$ cat src/rtl/cfgl_pkg.sv
package cfgl_pkg;

    localparam int BYTE_W = 8;

    typedef enum logic [2:0] {
        ST_IDLE,
        ST_PROG,
        ST_WAIT_INIT,
        ST_WRITE,
        ST_TAIL,
        ST_WAIT_DONE,
        ST_DONE,
        ST_FAULT
    } ld_state_e;

    typedef enum logic [1:0] {
        FLT_NONE      = 2'd0,
        FLT_INIT_TMO  = 2'd1,
        FLT_INIT_LOST = 2'd2,
        FLT_DONE_TMO  = 2'd3
    } fault_e;

    // Registered drive of the target's data port.
    typedef struct packed {
        logic              cs_n;
        logic              stb;
        logic [BYTE_W-1:0] d;
    } port_drv_t;

    function automatic int larger(input int a, input int b);
        return (a > b) ? a : b;
    endfunction

    function automatic logic [BYTE_W-1:0] mirror_byte(input logic [BYTE_W-1:0] b);
        logic [BYTE_W-1:0] r;
        for (int i = 0; i < BYTE_W; i++) begin
            r[i] = b[BYTE_W-1-i];
        end
        return r;
    endfunction

endpackage

$ cat src/rtl/cfgl_sync.sv
module cfgl_sync #(
    parameter int   STAGES  = 2,
    parameter logic RST_VAL = 1'b0
) (
    input  logic clk,
    input  logic rst,
    input  logic d,
    output logic q
);
    generate
        if (STAGES <= 1) begin : g_single
            logic r;
            always_ff @(posedge clk) begin
                if (rst) r <= RST_VAL;
                else     r <= d;
            end
            assign q = r;
        end else begin : g_chain
            logic [STAGES-1:0] pipe;
            always_ff @(posedge clk) begin
                if (rst) pipe <= {STAGES{RST_VAL}};
                else     pipe <= {pipe[STAGES-2:0], d};
            end
            assign q = pipe[STAGES-1];
        end
    endgenerate
endmodule

$ cat src/rtl/cfgl_byte_prep.sv
module cfgl_byte_prep
    import cfgl_pkg::*;
#(
    parameter int HDR_W = 16
) (
    input  logic              clk,
    input  logic              rst,
    input  logic              clear,
    input  logic              take,
    input  logic [HDR_W-1:0]  hdr_len,
    input  logic              rev_en,
    input  logic [BYTE_W-1:0] in_byte,
    output logic              is_payload,
    output logic [BYTE_W-1:0] out_byte
);
    logic [HDR_W-1:0] skipped;

    assign is_payload = (skipped >= hdr_len);
    assign out_byte   = rev_en ? mirror_byte(in_byte) : in_byte;

    always_ff @(posedge clk) begin
        if (rst || clear) begin
            skipped <= '0;
        end else if (take && !is_payload) begin
            skipped <= skipped + 1'b1;
        end
    end
endmodule

$ cat src/rtl/cfgl_seq.sv
module cfgl_seq
    import cfgl_pkg::*;
#(
    parameter int PROG_CYCLES  = 64,
    parameter int INIT_TIMEOUT = 100000,
    parameter int TAIL_CLKS    = 16,
    parameter int DONE_TIMEOUT = 100000
) (
    input  logic              clk,
    input  logic              rst,
    input  logic              start,
    input  logic              init_ok,
    input  logic              done_ok,
    input  logic              s_valid,
    input  logic              s_last,
    input  logic              is_payload,
    input  logic [BYTE_W-1:0] byte_in,
    output logic              take,
    output logic              clear_hdr,
    output logic              s_ready,
    output logic              prog_n,
    output logic              rdwr_n,
    output port_drv_t         drv,
    output logic              done_o,
    output fault_e            fault_o
);
    localparam int CNT_MAX = larger(larger(PROG_CYCLES, INIT_TIMEOUT),
                                    larger(TAIL_CLKS, DONE_TIMEOUT));
    localparam int CW = $clog2(CNT_MAX + 1);
    localparam logic [CW-1:0] PROG_LAST = CW'(PROG_CYCLES - 1);
    localparam logic [CW-1:0] INIT_LAST = CW'(INIT_TIMEOUT - 1);
    localparam logic [CW-1:0] TAIL_LAST = CW'(TAIL_CLKS - 1);
    localparam logic [CW-1:0] DONE_LAST = CW'(DONE_TIMEOUT - 1);

    ld_state_e      state;
    logic [CW-1:0]  cnt;
    logic           restart;

    assign restart   = start && (state == ST_IDLE || state == ST_DONE || state == ST_FAULT);
    assign clear_hdr = restart;
    assign s_ready   = (state == ST_WRITE) && init_ok;
    assign take      = s_ready && s_valid;
    assign prog_n    = (state != ST_PROG);
    assign rdwr_n    = !(state == ST_WRITE || state == ST_TAIL || state == ST_WAIT_DONE);

    always_ff @(posedge clk) begin
        if (rst) begin
            state   <= ST_IDLE;
            cnt     <= '0;
            drv     <= '{cs_n: 1'b1, stb: 1'b0, d: '0};
            done_o  <= 1'b0;
            fault_o <= FLT_NONE;
        end else begin
            drv.stb  <= 1'b0;
            drv.cs_n <= 1'b1;
            case (state)
                ST_IDLE, ST_DONE, ST_FAULT: begin
                    if (restart) begin
                        state   <= ST_PROG;
                        cnt     <= '0;
                        done_o  <= 1'b0;
                        fault_o <= FLT_NONE;
                    end
                end
                ST_PROG: begin
                    if (cnt == PROG_LAST) begin
                        state <= ST_WAIT_INIT;
                        cnt   <= '0;
                    end else begin
                        cnt <= cnt + 1'b1;
                    end
                end
                ST_WAIT_INIT: begin
                    if (init_ok) begin
                        state <= ST_WRITE;
                        cnt   <= '0;
                    end else if (cnt == INIT_LAST) begin
                        state   <= ST_FAULT;
                        fault_o <= FLT_INIT_TMO;
                    end else begin
                        cnt <= cnt + 1'b1;
                    end
                end
                ST_WRITE: begin
                    if (!init_ok) begin
                        state   <= ST_FAULT;
                        fault_o <= FLT_INIT_LOST;
                    end else begin
                        drv.cs_n <= 1'b0;
                        if (take) begin
                            if (is_payload) begin
                                drv.stb <= 1'b1;
                                drv.d   <= byte_in;
                            end
                            if (s_last) begin
                                state <= ST_TAIL;
                                cnt   <= '0;
                            end
                        end
                    end
                end
                ST_TAIL: begin
                    drv.stb <= 1'b1;
                    if (cnt == TAIL_LAST) begin
                        state <= ST_WAIT_DONE;
                        cnt   <= '0;
                    end else begin
                        cnt <= cnt + 1'b1;
                    end
                end
                ST_WAIT_DONE: begin
                    if (done_ok) begin
                        state  <= ST_DONE;
                        done_o <= 1'b1;
                    end else if (cnt == DONE_LAST) begin
                        state   <= ST_FAULT;
                        fault_o <= FLT_DONE_TMO;
                    end else begin
                        cnt <= cnt + 1'b1;
                    end
                end
                default: state <= ST_IDLE;
            endcase
        end
    end
endmodule

$ cat src/rtl/cfg_byte_loader.sv
module cfg_byte_loader
    import cfgl_pkg::*;
#(
    parameter int PROG_CYCLES  = 64,
    parameter int INIT_TIMEOUT = 100000,
    parameter int TAIL_CLKS    = 16,
    parameter int DONE_TIMEOUT = 100000,
    parameter int SYNC_STAGES  = 2,
    parameter int HDR_W        = 16
) (
    input  logic              clk,
    input  logic              rst,
    input  logic              start,
    input  logic [HDR_W-1:0]  hdr_len,
    input  logic              bit_rev,
    input  logic              s_valid,
    input  logic [BYTE_W-1:0] s_data,
    input  logic              s_last,
    output logic              s_ready,
    output logic              cfg_prog_n,
    input  logic              cfg_init_n,
    input  logic              cfg_done,
    output logic              cfg_cs_n,
    output logic              cfg_rdwr_n,
    output logic              cfg_wr,
    output logic [BYTE_W-1:0] cfg_d,
    output logic              load_done,
    output logic              load_err,
    output logic [1:0]        err_code
);
    logic              init_ok;
    logic              done_ok;
    logic              take;
    logic              clear_hdr;
    logic              is_payload;
    logic [BYTE_W-1:0] prepped;
    port_drv_t         drv;
    fault_e            fault;

    cfgl_sync #(.STAGES(SYNC_STAGES), .RST_VAL(1'b0)) u_init_sync (
        .clk(clk), .rst(rst), .d(cfg_init_n), .q(init_ok)
    );

    cfgl_sync #(.STAGES(SYNC_STAGES), .RST_VAL(1'b0)) u_done_sync (
        .clk(clk), .rst(rst), .d(cfg_done), .q(done_ok)
    );

    cfgl_byte_prep #(.HDR_W(HDR_W)) u_prep (
        .clk        (clk),
        .rst        (rst),
        .clear      (clear_hdr),
        .take       (take),
        .hdr_len    (hdr_len),
        .rev_en     (bit_rev),
        .in_byte    (s_data),
        .is_payload (is_payload),
        .out_byte   (prepped)
    );

    cfgl_seq #(
        .PROG_CYCLES  (PROG_CYCLES),
        .INIT_TIMEOUT (INIT_TIMEOUT),
        .TAIL_CLKS    (TAIL_CLKS),
        .DONE_TIMEOUT (DONE_TIMEOUT)
    ) u_seq (
        .clk        (clk),
        .rst        (rst),
        .start      (start),
        .init_ok    (init_ok),
        .done_ok    (done_ok),
        .s_valid    (s_valid),
        .s_last     (s_last),
        .is_payload (is_payload),
        .byte_in    (prepped),
        .take       (take),
        .clear_hdr  (clear_hdr),
        .s_ready    (s_ready),
        .prog_n     (cfg_prog_n),
        .rdwr_n     (cfg_rdwr_n),
        .drv        (drv),
        .done_o     (load_done),
        .fault_o    (fault)
    );

    assign cfg_cs_n = drv.cs_n;
    assign cfg_wr   = drv.stb;
    assign cfg_d    = drv.d;
    assign err_code = fault;
    assign load_err = (fault != FLT_NONE);
endmodule

$ cat config.mk
export PLATFORM = sky130hd
export DESIGN_NAME = cfg_byte_loader
export DESIGN_NICKNAME = d
export VERILOG_FILES = /design/src/rtl/cfgl_pkg.sv /design/src/rtl/cfgl_sync.sv /design/src/rtl/cfgl_byte_prep.sv /design/src/rtl/cfgl_seq.sv /design/src/rtl/cfg_byte_loader.sv
export SDC_FILE = /design/constraint.sdc
export NUM_CORES = 1
export LEC_CHECK = 0
export ABC_CLOCK_PERIOD_IN_PS = 3000
export BUFFER_PORTS_ARGS = -buffer_cell sky130_fd_sc_hd__buf_2
export CAP_MARGIN = 40
export CORE_MARGIN = 2
export CORE_UTILIZATION = 59
export CTS_BUF_LIST = sky130_fd_sc_hd__clkbuf_2 sky130_fd_sc_hd__clkbuf_4 sky130_fd_sc_hd__clkbuf_8
export DETAILED_ROUTE_END_ITERATION = 8
export PLACE_DENSITY = 0.82
export SKIP_CTS_REPAIR_TIMING = 1
export SLEW_MARGIN = 20
export SYNTH_ARGS = -nofsm -noshare
export SYNTH_HDL_FRONTEND = slang
export SYNTH_SLANG_ARGS = --single-unit
$ cat constraint.sdc
create_clock -name clk -period 3 [get_ports clk]
set_input_delay 0.6 -clock clk [delete_from_list [all_inputs] [get_ports clk]]
set_output_delay 0.6 -clock clk [all_outputs]
set_load 0.01 [all_outputs]
# Yosys cells after proc, flatten, opt, wreduce, memory -nomap -nowiden
# Index checks and enable logic that the tools add are counted.
[totals]
regBits = 53
in_bits = 32
out_inout_bits = 17
word_cells = 96
[classes]
reduce_logical = 22
addsub = 2
eq_ne = 25
n_mux = 35
bitwise = 1
n_lt_le_gt_ge = 1
[op_table]
columns = ["op", "count"]
rows = [
  ["17-bit two-way mux", 9],
  ["17-bit case mux with 6 select lines", 1],
  ["3-bit two-way mux", 9],
  ["2-bit != test (second input constant)", 10],
  ["9-bit two-way mux", 2],
  ["3-bit case mux with 6 select lines", 1],
  ["17-bit by 1-bit adder with 17-bit output (second input constant)", 1],
  ["17-bit == test (second input constant)", 1],
  ["17-bit by 4-bit == test with 1-bit output (second input constant)", 1],
  ["17-bit by 6-bit == test with 1-bit output (second input constant)", 1],
  ["16-bit by 1-bit adder with 16-bit output (second input constant)", 1],
  ["16-bit greater-or-equal comparator", 1],
  ["3-bit == test (second input constant)", 4],
  ["2-bit two-way mux", 6],
  ["10-bit two-way mux", 1],
  ["5-bit AND reduction", 2],
  ["8-bit two-way mux", 1],
  ["2-bit case mux with 4 select lines", 1],
  ["7-bit AND reduction", 1],
  ["3-bit by 2-bit == test with 1-bit output (second input constant)", 2],
  ["3-bit != test (second input constant)", 2],
  ["1-bit logical OR", 5],
  ["1-bit logical AND", 4],
  ["2-bit by 1-bit != test with 1-bit output (second input constant)", 2],
  ["13 further kinds", 17],
]

# Logic depth before layout (Yosys ltp)
# Gate-level depths: netlist of the first run.
[depth]
ltp_word = 6
ltp_mapped = 10
depth_no_buf = 8

# Modules after synthesis
# From an unflattened synthesis of the first run, not the netlist that was laid out.
[unflattened]
cells_unflattened = 415
area_unflattened_um2 = 3508.4
[by_module_without_submodules]
columns = ["module", "cells_per_inst", "n_inst", "seq_area_each_um2", "area_per_inst_um2"]
rows = [
  ["cfgl_seq", 219, 1, 660.6, 1818.0],
  ["cfgl_byte_prep", 187, 1, 320.3, 1579.0],
  ["cfgl_sync", 4, 2, 40.0, 52.6],
  ["cfg_byte_loader", 1, 1, 0.0, 6.3],
]

# Worst setup path after synthesis of the first run
# Ideal clock, no wire load.
[synth_timing]
path_type = "input to register"
from = "input hdr_len[13]"
to = "register u_prep.skipped[15]"
stages = 9
t_required_ps = 2877
n_path_buf = 1
setup_ps = 123
arrival_time_ps = 2546
path_slack_ps = 330
path_cell_list = "inv_1 ha_1 a211oi_1 nor2_1 a2111o_1 a21o_1 buf_2 nor4_1 mux2_1"
[synth_via]
elab_chain_cells = 3
[synth_rtl]
columns = ["item", "line_no", "text"]
rows = [
  ["start: declaration", "cfg_byte_loader.sv:14", "input logic [HDR_W-1:0] hdr_len,"],
  ["16-bit greater-or-equal comparator", "cfgl_byte_prep.sv:18", "assign is_payload = (skipped >= hdr_len);"],
  ["1-bit logical NOT", "cfgl_byte_prep.sv:24", "end else if (take && !is_payload) begin"],
  ["1-bit logical AND", "cfgl_byte_prep.sv:24", ""],
  ["end signal: assignment", "cfgl_byte_prep.sv:25", "skipped <= skipped + 1'b1;"],
  ["end: declaration", "cfgl_byte_prep.sv:16", "logic [HDR_W-1:0] skipped;"],
]
# Every way passes these cells.
# A chain may end at the register's enable or synchronous reset.

# Worst setup path after layout of the first run
# Ends and elaborated chain as after synthesis.

==> results of run 1 <==
-- sequential cells by signal (all words and copies together), names as in the netlist --
name	cells
u_prep.skipped	16
u_seq.fault_o	2
u_seq.done_o	1
u_seq.cnt	17
u_done_sync.g_chain.pipe	2
u_init_sync.g_chain.pipe	2
u_seq.state	3
u_seq.drv	10
-- cell families after synthesis --
family	after synthesis	share of synthesized area [%]
AO/OA/AOI/OAI	132	25.97
XOR/XNOR	2	0.5300
adder cells (fa/ha/maj)	18	6.813
buffers and inverters	52	6.245
flip-flops	53	32.10
multiplexers	10	3.066
AND/OR/NAND/NOR	151	25.28
-- worst min-delay path by stage --
stage | from | to | slack (ns) | cells after the start
global placement | u_done_sync.g_chain.pipe[0]$_SDFF_PP0_ | u_done_sync.g_chain.pipe[1]$_SDFF_PP0_ | 0.42 | 1
detailed placement | u_init_sync.g_chain.pipe[0]$_SDFF_PP0_ | u_init_sync.g_chain.pipe[1]$_SDFF_PP0_ | 0.43 | 1
CTS | u_init_sync.g_chain.pipe[0]$_SDFF_PP0_ | u_init_sync.g_chain.pipe[1]$_SDFF_PP0_ | 0.45 | 1
finish | u_init_sync.g_chain.pipe[0]$_SDFF_PP0_ | u_init_sync.g_chain.pipe[1]$_SDFF_PP0_ | 0.45 | 1
global route | u_init_sync.g_chain.pipe[0]$_SDFF_PP0_ | u_init_sync.g_chain.pipe[1]$_SDFF_PP0_ | 0.46 | 1
floorplan | u_done_sync.g_chain.pipe[0]$_SDFF_PP0_ | u_done_sync.g_chain.pipe[1]$_SDFF_PP0_ | 0.41 | 1
-- power breakdown --
group,leakage [nW],total (W),internal (W),switching [W]
sequential,0.428,0.000777,0.000729,0.0000474
clock,0.0445,0.000407,0.000166,0.000241
combinational,0.994,0.000706,0.000248,0.000458
total,1.47,0.00189,0.00114,0.000746
-- worst max-delay path, cell delays in order --
cell,delay [ns]
buf_2,0.07
inv_1,0.03
ha_1,0.29
a211oi_1,0.23
nor2_1,0.07
a2111o_1,0.41
a21o_1,0.31
nor4_1,0.35
mux2_1,0.35
-- through the flow --
step | cell area (sq um) | power, W | cells | hold WS [ns]
final | 3700 | 0.001889 | 534 | 0.4458
after global routing | 3700 | 0.002017 | 534 | 0.4599
after CTS | 3700 | 0.001893 | 534 | 0.4516
after detailed placement | 3610 | 0.001486 | 526 | 0.4277
after global placement | 3610 | 0.001476 | 526 | 0.4191
after floorplan | 3306 | 0.001307 | 418 | 0.4138
-- cell usage after synthesis (3+ instances only) --
master | count | area (sq um)
o21ai_0 | 11 | 55.05
ha_1 | 18 | 225.2
clkbuf_1 | 10 | 37.54
nand2b_1 | 4 | 25.02
dfxtp_1 | 53 | 1061
a22oi_1 | 3 | 22.52
nand4_1 | 12 | 75.07
a31oi_1 | 6 | 37.54
and3_1 | 4 | 25.02
nand3b_1 | 3 | 22.52
nor3_1 | 9 | 45.04
nor4_1 | 3 | 18.77
or4_1 | 12 | 90.09
o31ai_1 | 9 | 67.56
and4b_1 | 3 | 30.03
nor2b_1 | 8 | 50.05
a211oi_1 | 14 | 105.1
nor2_1 | 26 | 97.59
and4_1 | 4 | 35.03
inv_1 | 31 | 116.4
nand2_1 | 31 | 116.4
a21oi_1 | 50 | 250.2
o21ai_1 | 12 | 60.06
buf_2 | 8 | 40.04
nand3_1 | 18 | 90.09
or3_1 | 4 | 25.02
mux2i_1 | 9 | 90.09
-- per-layer routing --
metal	routed length [microns]	GRT usage, %
met1	3318	32.29
met2	3634	43.16
met3	485	3.523
met4	198	10.86
met5	0	0
-- area by class of cell --
cell class | instances | area (sq um) | share of cell area (%)
sequential | 53 | 1061 | 28.68
clock inverter | 3 | 21.27 | 0.5749
tap | 72 | 90.09 | 2.435
clock buffer | 5 | 68.82 | 1.860
multi-input combinational | 313 | 2038 | 55.09
inverter | 32 | 120.1 | 3.247
timing repair buffer | 56 | 300.3 | 8.116
==> results by group, run 1 <==
Placement
  • Post-Place Setup Slack: 0.1167 ns
  • I/O Buffers: 48
  • Routability-driven placement congestion ratio: 0.8803
  • Hpwl dp: 5784 microns

Logic synthesis
  • Post-synthesis sequential area ratio: 32.10%
  • Synthesized instance count: 418
  • Post-synth ARST share: 0%
  • #FFs+latches synth: 53
  • Mean Syn Cell Area: 7.908 sq um
  • Number of synthesized flops with an enable pin: 0
  • Syn Nets: 468
  • Yosys warns: 0
  • Ys flop type: dfxtp_1
  • Synth cell types: 60
  • Synthesized cell area: 0.003306 sq mm

Die
  • Die W: 78.85 microns
  • Die Ht: 78.85 microns
  • Initial core utilization: 60.40%
  • Core footprint: 0.005473 sq mm
  • Die footprint: 0.006217 sq mm
  • Ports: 49
  • Cell Rows: 27

Global route
  • Total GRT Usage: 25.39%
  • Initial antenna violation count: 0
  • Global-route wire length before repair: 13000 microns
  • Remaining global-route overflow: 0
  • Largest net degree at the start of global routing: 37
  • Vias in the first global route: 2956

Critical path
  • Critical Path AT: 2.73 ns
  • Worst r2r path cells: 7
  • CP required: 3.21 ns
  • R2R Path End: u_prep.skipped[15]$_SDFFE_PP0P_
  • Crit end category: register
  • R2r setup slk: 0.52 ns
  • Crit Path Category: input port to register
  • Crit path max fanout: 16
  • Crit path launch: hdr_len[13]
  • Crit path launch type: input port
  • Reg2reg start: u_prep.skipped[13]$_SDFFE_PP0P_
  • Critical Path Sink: u_prep.skipped[15]$_SDFFE_PP0P_

Timing
  • Worst Tran Pin Value: 0.8855 ns
  • Final slew viol count: 0
  • Fin Setup TNS: 0 ns
  • Fin worst setup slack: 0.4793 ns
  • Max Clock Skew: 0.006661 ns
  • Tcrit/Tclk final: 84.02%
  • Minimum clock period: 2.521 ns
  • Max Fclk: 396.7 MHz
  • Final hold vios: 0
  • Final setup violating endpoints: 0
  • RSZ-0062 raised after global routing: false
  • Slew HR: 40.42%

Clock tree
  • CTS H-Tree Depth: 2
  • Clk sinks: 53
  • Maximum clock insertion buffer count: 2
  • TritonCTS Buffers: 5
  • Worst-path clk slew: 0.10 ns
  • Clock Latency Late Sink: 0.31 ns
  • CTS tree: yes
  • Clock tree root buffer cell: clkbuf_8

Cells and area
  • Fill cells: 473
  • # diodes: 0
  • Most common cell after layout, fill and taps aside: dfxtp_1
  • Final nets: 511
  • Most frequent cells in the layout: 53 x dfxtp_1, 50 x a21oi_1, 48 x buf_2
  • Share of cells above drive strength 1: 16.02%
  • Layout area overhead: 11.92%
  • Final core utilization: 67.60%

Detailed routing
  • Drt pass-1 iters: 5
  • 1st-iter DRT viols: 188
  • Routed WL: 7637 microns
  • Residual DRC: 0
  • Via-per-instance ratio: 6.187
  • Vias: 3304
  • Routed wire length per instance: 14.30 microns
  • Detail Route Antenna Nets: 0

Pwr
  • Pwr/cell area: 510.7 mW/mm^2
  • Lkg Pwr: 1.466 nW
  • VDD IR-drop max: 0.4760 mV

Flow run
  • Max_cap viols: 0

Hold path
  • Hold Crit Class: register to register

Run status
  • Outcome: complete, no violations
(Power assumes the default switching activity.)
==> run 2, diff against run 1 <==
Settings changed: ABC_CLOCK_PERIOD_IN_PS 3000 to 2300, CORE_UTILIZATION 59 to 54, PLACE_DENSITY 0.82 to 0.79.
Clock period 3 ns to 2.3 ns, I/O delays scaled along.
==> results by group, run 2 (synthesis results as in run 1) <==
Run status
  • Violated checks: setup timing
  • Outcome: finished with violations

Cells and area
  • Most frequent cells in the layout: 50 x buf_4, 48 x a21oi_1, 48 x buf_2
  • Non-filler cells, final: 580
  • Largest Register: u_seq.cnt
  • Largest registers: u_seq.cnt: 17 flops, u_prep.skipped: 16 flops, u_seq.drv: 10 flops
  • # diodes: 0
  • Share of cells above drive strength 1: 29.90%
  • Final nets: 554
  • Number of flip-flops in the largest register: 17
  • Most common cell after layout, fill and taps aside: buf_4
  • Fill cells: 475
  • Layout area overhead: 27.52%

Clock tree
  • Worst-path clk slew: 0.11 ns
  • Clock Latency Late Sink: 0.31 ns
  • Clock tree root buffer cell: clkbuf_8
  • CTS H-Tree Depth: 2
  • TritonCTS Buffers: 5
  • Maximum clock insertion buffer count: 2
  • Clk sinks: 53
  • CTS tree: yes

Global route
  • Largest net degree at the start of global routing: 22
  • Remaining global-route overflow: 0
  • Total GRT Usage: 27.31%
  • Global-route wire length before repair: 14660 microns
  • Vias in the first global route: 3313
  • Initial antenna violation count: 0

Timing
  • Max Fclk: 428.5 MHz
  • Worst Tran Pin Value: 0.4361 ns
  • Final setup violating endpoints: 1
  • Final hold vios: 0
  • Tcrit/Tclk final: 101.5%
  • Hold WS: 0.3528 ns
  • Fin worst setup slack: -0.03345 ns
  • Slew HR: 70.70%
  • RSZ-0062 raised after global routing: true
  • Final slew viol count: 0
  • Max Clock Skew: 0.008370 ns
  • Minimum clock period: 2.333 ns

Detailed routing
  • Routed wire length per instance: 15.94 microns
  • Residual DRC: 0
  • Detail Route Antenna Nets: 0
  • Routed WL: 9245 microns
  • Vias: 3586
  • Drt pass-1 iters: 5
  • Via-per-instance ratio: 6.183
  • 1st-iter DRT viols: 219

Pwr
  • Lkg Pwr: 1.684 nW
  • VDD IR-drop max: 0.5402 mV
  • Pwr/cell area: 623.6 mW/mm^2

Critical path
  • Crit path max fanout: 8
  • CP required: 2.54 ns
  • Critical Path AT: 2.57 ns
  • Crit Path Category: register to register
  • Worst r2r path cells: 7
  • R2r setup slk: -0.03 ns
  • Crit end category: register
  • Crit path launch type: register

Die
  • Die Ht: 82.24 microns
  • Initial core utilization: 55.83%
  • Die footprint: 0.006763 sq mm
  • Ports: 49
  • Die W: 82.24 microns
  • Core footprint: 0.005921 sq mm
  • Cell Rows: 28

Placement
  • Post-Place Cells: 566
  • I/O Buffers: 48
  • Hpwl dp: 6753 microns
  • Routability-driven placement congestion ratio: 0.9355

Flow run
  • Max_cap viols: 0

Hold path
  • Hold Crit Class: input port to register
  • Worst Hold Path Cells: 2
[run 2: changes by cell type in the layout (fill, tap and decap cells not counted), moves of 2 or more]
| cell | delta |
|---|---|
| buf_4 | +42 |
| dfxtp_1 | -8 |
| ha_1 | -8 |
| ha_4 | +8 |
| inv_1 | -8 |
| inv_2 | +7 |
| dfxtp_2 | +6 |
| a211oi_1 | -3 |
| a211oi_2 | +3 |
| a21o_4 | +2 |
| a21oi_1 | -2 |
| a21oi_2 | +2 |
| dfxtp_4 | +2 |
[run 2: layout make-up]
type | instances | area, sq um | share of cell area [%]
flip-flops and latches | 53 | 1076 | 25.53
repair buffers | 98 | 615.6 | 14.60
clock buffers | 5 | 68.82 | 1.633
well taps | 75 | 93.84 | 2.226
clock inverters | 3 | 21.27 | 0.5046
multi-input cells | 314 | 2215 | 52.54
inverters | 32 | 125.1 | 2.968
[run 2: critical path, cell delays in order, from the launching register on]
cell      delay, ns
dfxtp_4        0.37
ha_4           0.21
nand4_1        0.17
inv_1          0.08
a2111o_1       0.47
a21o_4         0.24
or4_1          0.55
a21oi_1        0.17
[run 2: metal layers]
metal | part of all wire (%) | GRT usage, %
met1 | 41 | 32.68
met2 | 50 | 48.55
met3 | 6.7 | 3.804
met4 | 2.8 | 11.67
met5 | 0 | 0
[run 2: path summary, 6_finish.rpt]
| check | from | endpoint |
|---|---|---|
| min | cfg_done | u_done_sync.g_chain.pipe[0]$_SDFF_PP0_ |
| max | u_prep.skipped[15]$_SDFFE_PP0P_ | u_prep.skipped[14]$_SDFFE_PP0P_ |
| min reg2reg | u_done_sync.g_chain.pipe[0]$_SDFF_PP0_ | u_done_sync.g_chain.pipe[1]$_SDFF_PP0_ |
| max reg2reg | u_prep.skipped[15]$_SDFFE_PP0P_ | u_prep.skipped[14]$_SDFFE_PP0P_ |
[run 2: where the power goes]
part           leakage, nW  switching, W  internal [W]
registers            0.433     0.0000591      0.000949
clock network       0.0445      0.000332      0.000217
logic                 1.21      0.000648      0.000424
[run 2: per-stage QoR]
| step | utilization [%] | worst slack, ns | power [W] | area, sq um | setup TNS (ns) |
|---|---|---|---|---|---|
| floorplan | - | -0.02171 | 0.001712 | 3436 | -0.02171 |
| global placement | 67.81 | -0.2691 | 0.002051 | 4015 | -4.227 |
| detailed placement | 67.81 | -0.3240 | 0.002067 | 4015 | -5.558 |
| CTS | 69.34 | -0.1691 | 0.002611 | 4105 | -2.239 |
| global route | 71.20 | -0.1173 | 0.002779 | 4215 | -0.7097 |
| finish | 71.20 | -0.03345 | 0.002628 | 4215 | -0.03345 |
==> run 3, diff against run 2 <==
Settings changed: REMOVE_ABC_BUFFERS from default to 1, SLEW_MARGIN 20 to default.
==> results by group, run 3 (synthesis results as in run 1) <==
Run status
  • Outcome: finished with violations
  • Violated checks: setup timing

Die
  • Initial core utilization: 55.83%
  • Core footprint: 0.005921 sq mm
  • Die footprint: 0.006763 sq mm
  • Die W: 82.24 microns
  • Ports: 49
  • Die Ht: 82.24 microns
  • Cell Rows: 28

Pwr
  • VDD IR-drop max: 0.5180 mV
  • Sequential group share of total power: 38.5%
  • P_sw: 0.001064 W
  • Switch share: 40.22%
  • Lkg Pwr: 1.676 nW
  • Pwr/cell area: 625.7 mW/mm^2
  • Combinational fraction of design power: 40.1%
  • Clk pwr share: 21.4%
  • Cell Int Power: 0.001581 W

Clock tree
  • Clk sinks: 53
  • TritonCTS Buffers: 5
  • Maximum clock insertion buffer count: 2
  • Clock tree root buffer cell: clkbuf_8
  • CTS tree: yes
  • CTS H-Tree Depth: 2
  • Clock Latency Late Sink: 0.32 ns
  • Worst-path clk slew: 0.11 ns

Detailed routing
  • 1st-iter DRT viols: 281
  • Detail Route Antenna Nets: 0
  • Routed WL: 9695 microns
  • Via-per-instance ratio: 6.223
  • Drt pass-1 iters: 4
  • Routed wire length per instance: 16.86 microns
  • Vias: 3578
  • Residual DRC: 0

Timing
  • Worst Tran Pin Value: 0.4625 ns
  • Max Clock Skew: 0.009754 ns
  • Final slew viol count: 0
  • Fin worst setup slack: -0.08914 ns
  • Slew HR: 68.93%
  • Hold WS: 0.3451 ns
  • Final setup violating endpoints: 9
  • Final hold vios: 0
  • Minimum clock period: 2.389 ns
  • Max Fclk: 418.6 MHz
  • Tcrit/Tclk final: 103.9%

Cells and area
  • Final nets: 549
  • # diodes: 0
  • Largest Register: u_seq.cnt
  • Largest registers: u_seq.cnt: 17 flops, u_prep.skipped: 16 flops, u_seq.drv: 10 flops
  • Number of flip-flops in the largest register: 17
  • Most common cell after layout, fill and taps aside: buf_2
  • Layout area overhead: 27.90%
  • Share of cells above drive strength 1: 30.40%
  • Most frequent cells in the layout: 48 x buf_2, 44 x buf_4, 42 x a21oi_1, 42 x dfxtp_1

Critical path
  • CP Cell Sequence: ha_1 -> a211oi_1 -> o21ai_2 -> a21o_4 -> nor4_4 -> mux2_4
  • Crit end category: register
  • Critical Path AT: 2.61 ns
  • Crit path max fanout: 8
  • Crit Path Category: register to register
  • CP max-delay cell: dfxtp_1
  • CP max stage delay: 0.45 ns
  • Crit path launch type: register
  • CP required: 2.52 ns

Placement
  • I/O Buffers: 48
  • Routability-driven placement congestion ratio: 0.9398
  • Post-Place Setup Slack: -0.4339 ns
  • Hpwl dp: 6646 microns

Global route
  • Total GRT Usage: 27.51%
  • Initial antenna violation count: 0
  • Vias in the first global route: 3413
  • Largest net degree at the start of global routing: 37
  • Remaining global-route overflow: 0
  • Global-route wire length before repair: 14950 microns

Flow run
  • Max_cap viols: 0

Hold path
  • Hold Crit Class: input port to register
==> run 3: cell count changes in the layout (fill, tap and decap cells not counted), sizes merged <==
| cell | delta |
|---|---|
| buf | -5 |
==> run 3: metal layers <==
layer | routed length (microns) | GRT usage, %
met4 | 125 | 8.833
met2 | 4968 | 50.24
met1 | 4065 | 32.71
met5 | 0 | 0
met3 | 536 | 4.239
==> run 3: area by class of cell <==
| cell class | count | area, sq um |
|---|---|---|
| tap | 75 | 93.84 |
| clock inverter | 3 | 25.02 |
| multi-input combinational | 314 | 2260 |
| inverter | 32 | 120.1 |
| clock buffer | 5 | 68.82 |
| timing repair buffer | 93 | 585.6 |
| sequential | 53 | 1075 |
| fill | 472 | 1693 |
==> run 3: through the flow <==
step / cells / area [sq um] / setup TNS, ns / utilization [%] / power (W)
floorplan: 398 / 3219 / -3.271 / - / 0.001665
global placement: 564 / 3876 / -5.619 / 65.47 / 0.002019
detailed placement: 564 / 3876 / -7.780 / 65.47 / 0.002051
CTS: 572 / 3970 / -2.250 / 67.05 / 0.002604
global route: 575 / 4228 / -0.5209 / 71.41 / 0.002788
finish: 575 / 4228 / -0.6102 / 71.41 / 0.002645
==> run 3: path summary, 6_finish.rpt <==
path / start / end / slack [ns] / cells past startpoint
setup / recovery: u_prep.skipped[5]$_SDFFE_PP0P_ / u_prep.skipped[15]$_SDFFE_PP0P_ / -0.09 / 6
hold / removal: cfg_init_n / u_init_sync.g_chain.pipe[0]$_SDFF_PP0_ / 0.35 / 2
setup reg to reg: u_prep.skipped[5]$_SDFFE_PP0P_ / u_prep.skipped[15]$_SDFFE_PP0P_ / -0.09 / 6
hold reg to reg: u_done_sync.g_chain.pipe[0]$_SDFF_PP0_ / u_done_sync.g_chain.pipe[1]$_SDFF_PP0_ / 0.45 / 1
==> run 3: power by group through the flow <==
stage | registers (W) | clock network [W] | logic [W]
3_5_place_dp | 0.00103 | 0 | 0.00102
5_1_grt | 0.00102 | 0.000595 | 0.00117
2_1_floorplan | 0.00104 | 0 | 0.000623
4_1_cts | 0.00101 | 0.000569 | 0.00102
3_3_place_gp | 0.00103 | 0 | 0.000991
6_report | 0.00102 | 0.000566 | 0.00106
==> run 3: critical path, delay by kind of cell (launching register included) <==
| family | cells | cell delay, ns |
|---|---|---|
| AO/OA/AOI/OAI | 3 | 0.92 |
| flip-flops | 1 | 0.45 |
| multiplexers | 1 | 0.32 |
| AND/OR/NAND/NOR | 1 | 0.30 |
| adder cells (fa/ha/maj) | 1 | 0.29 |
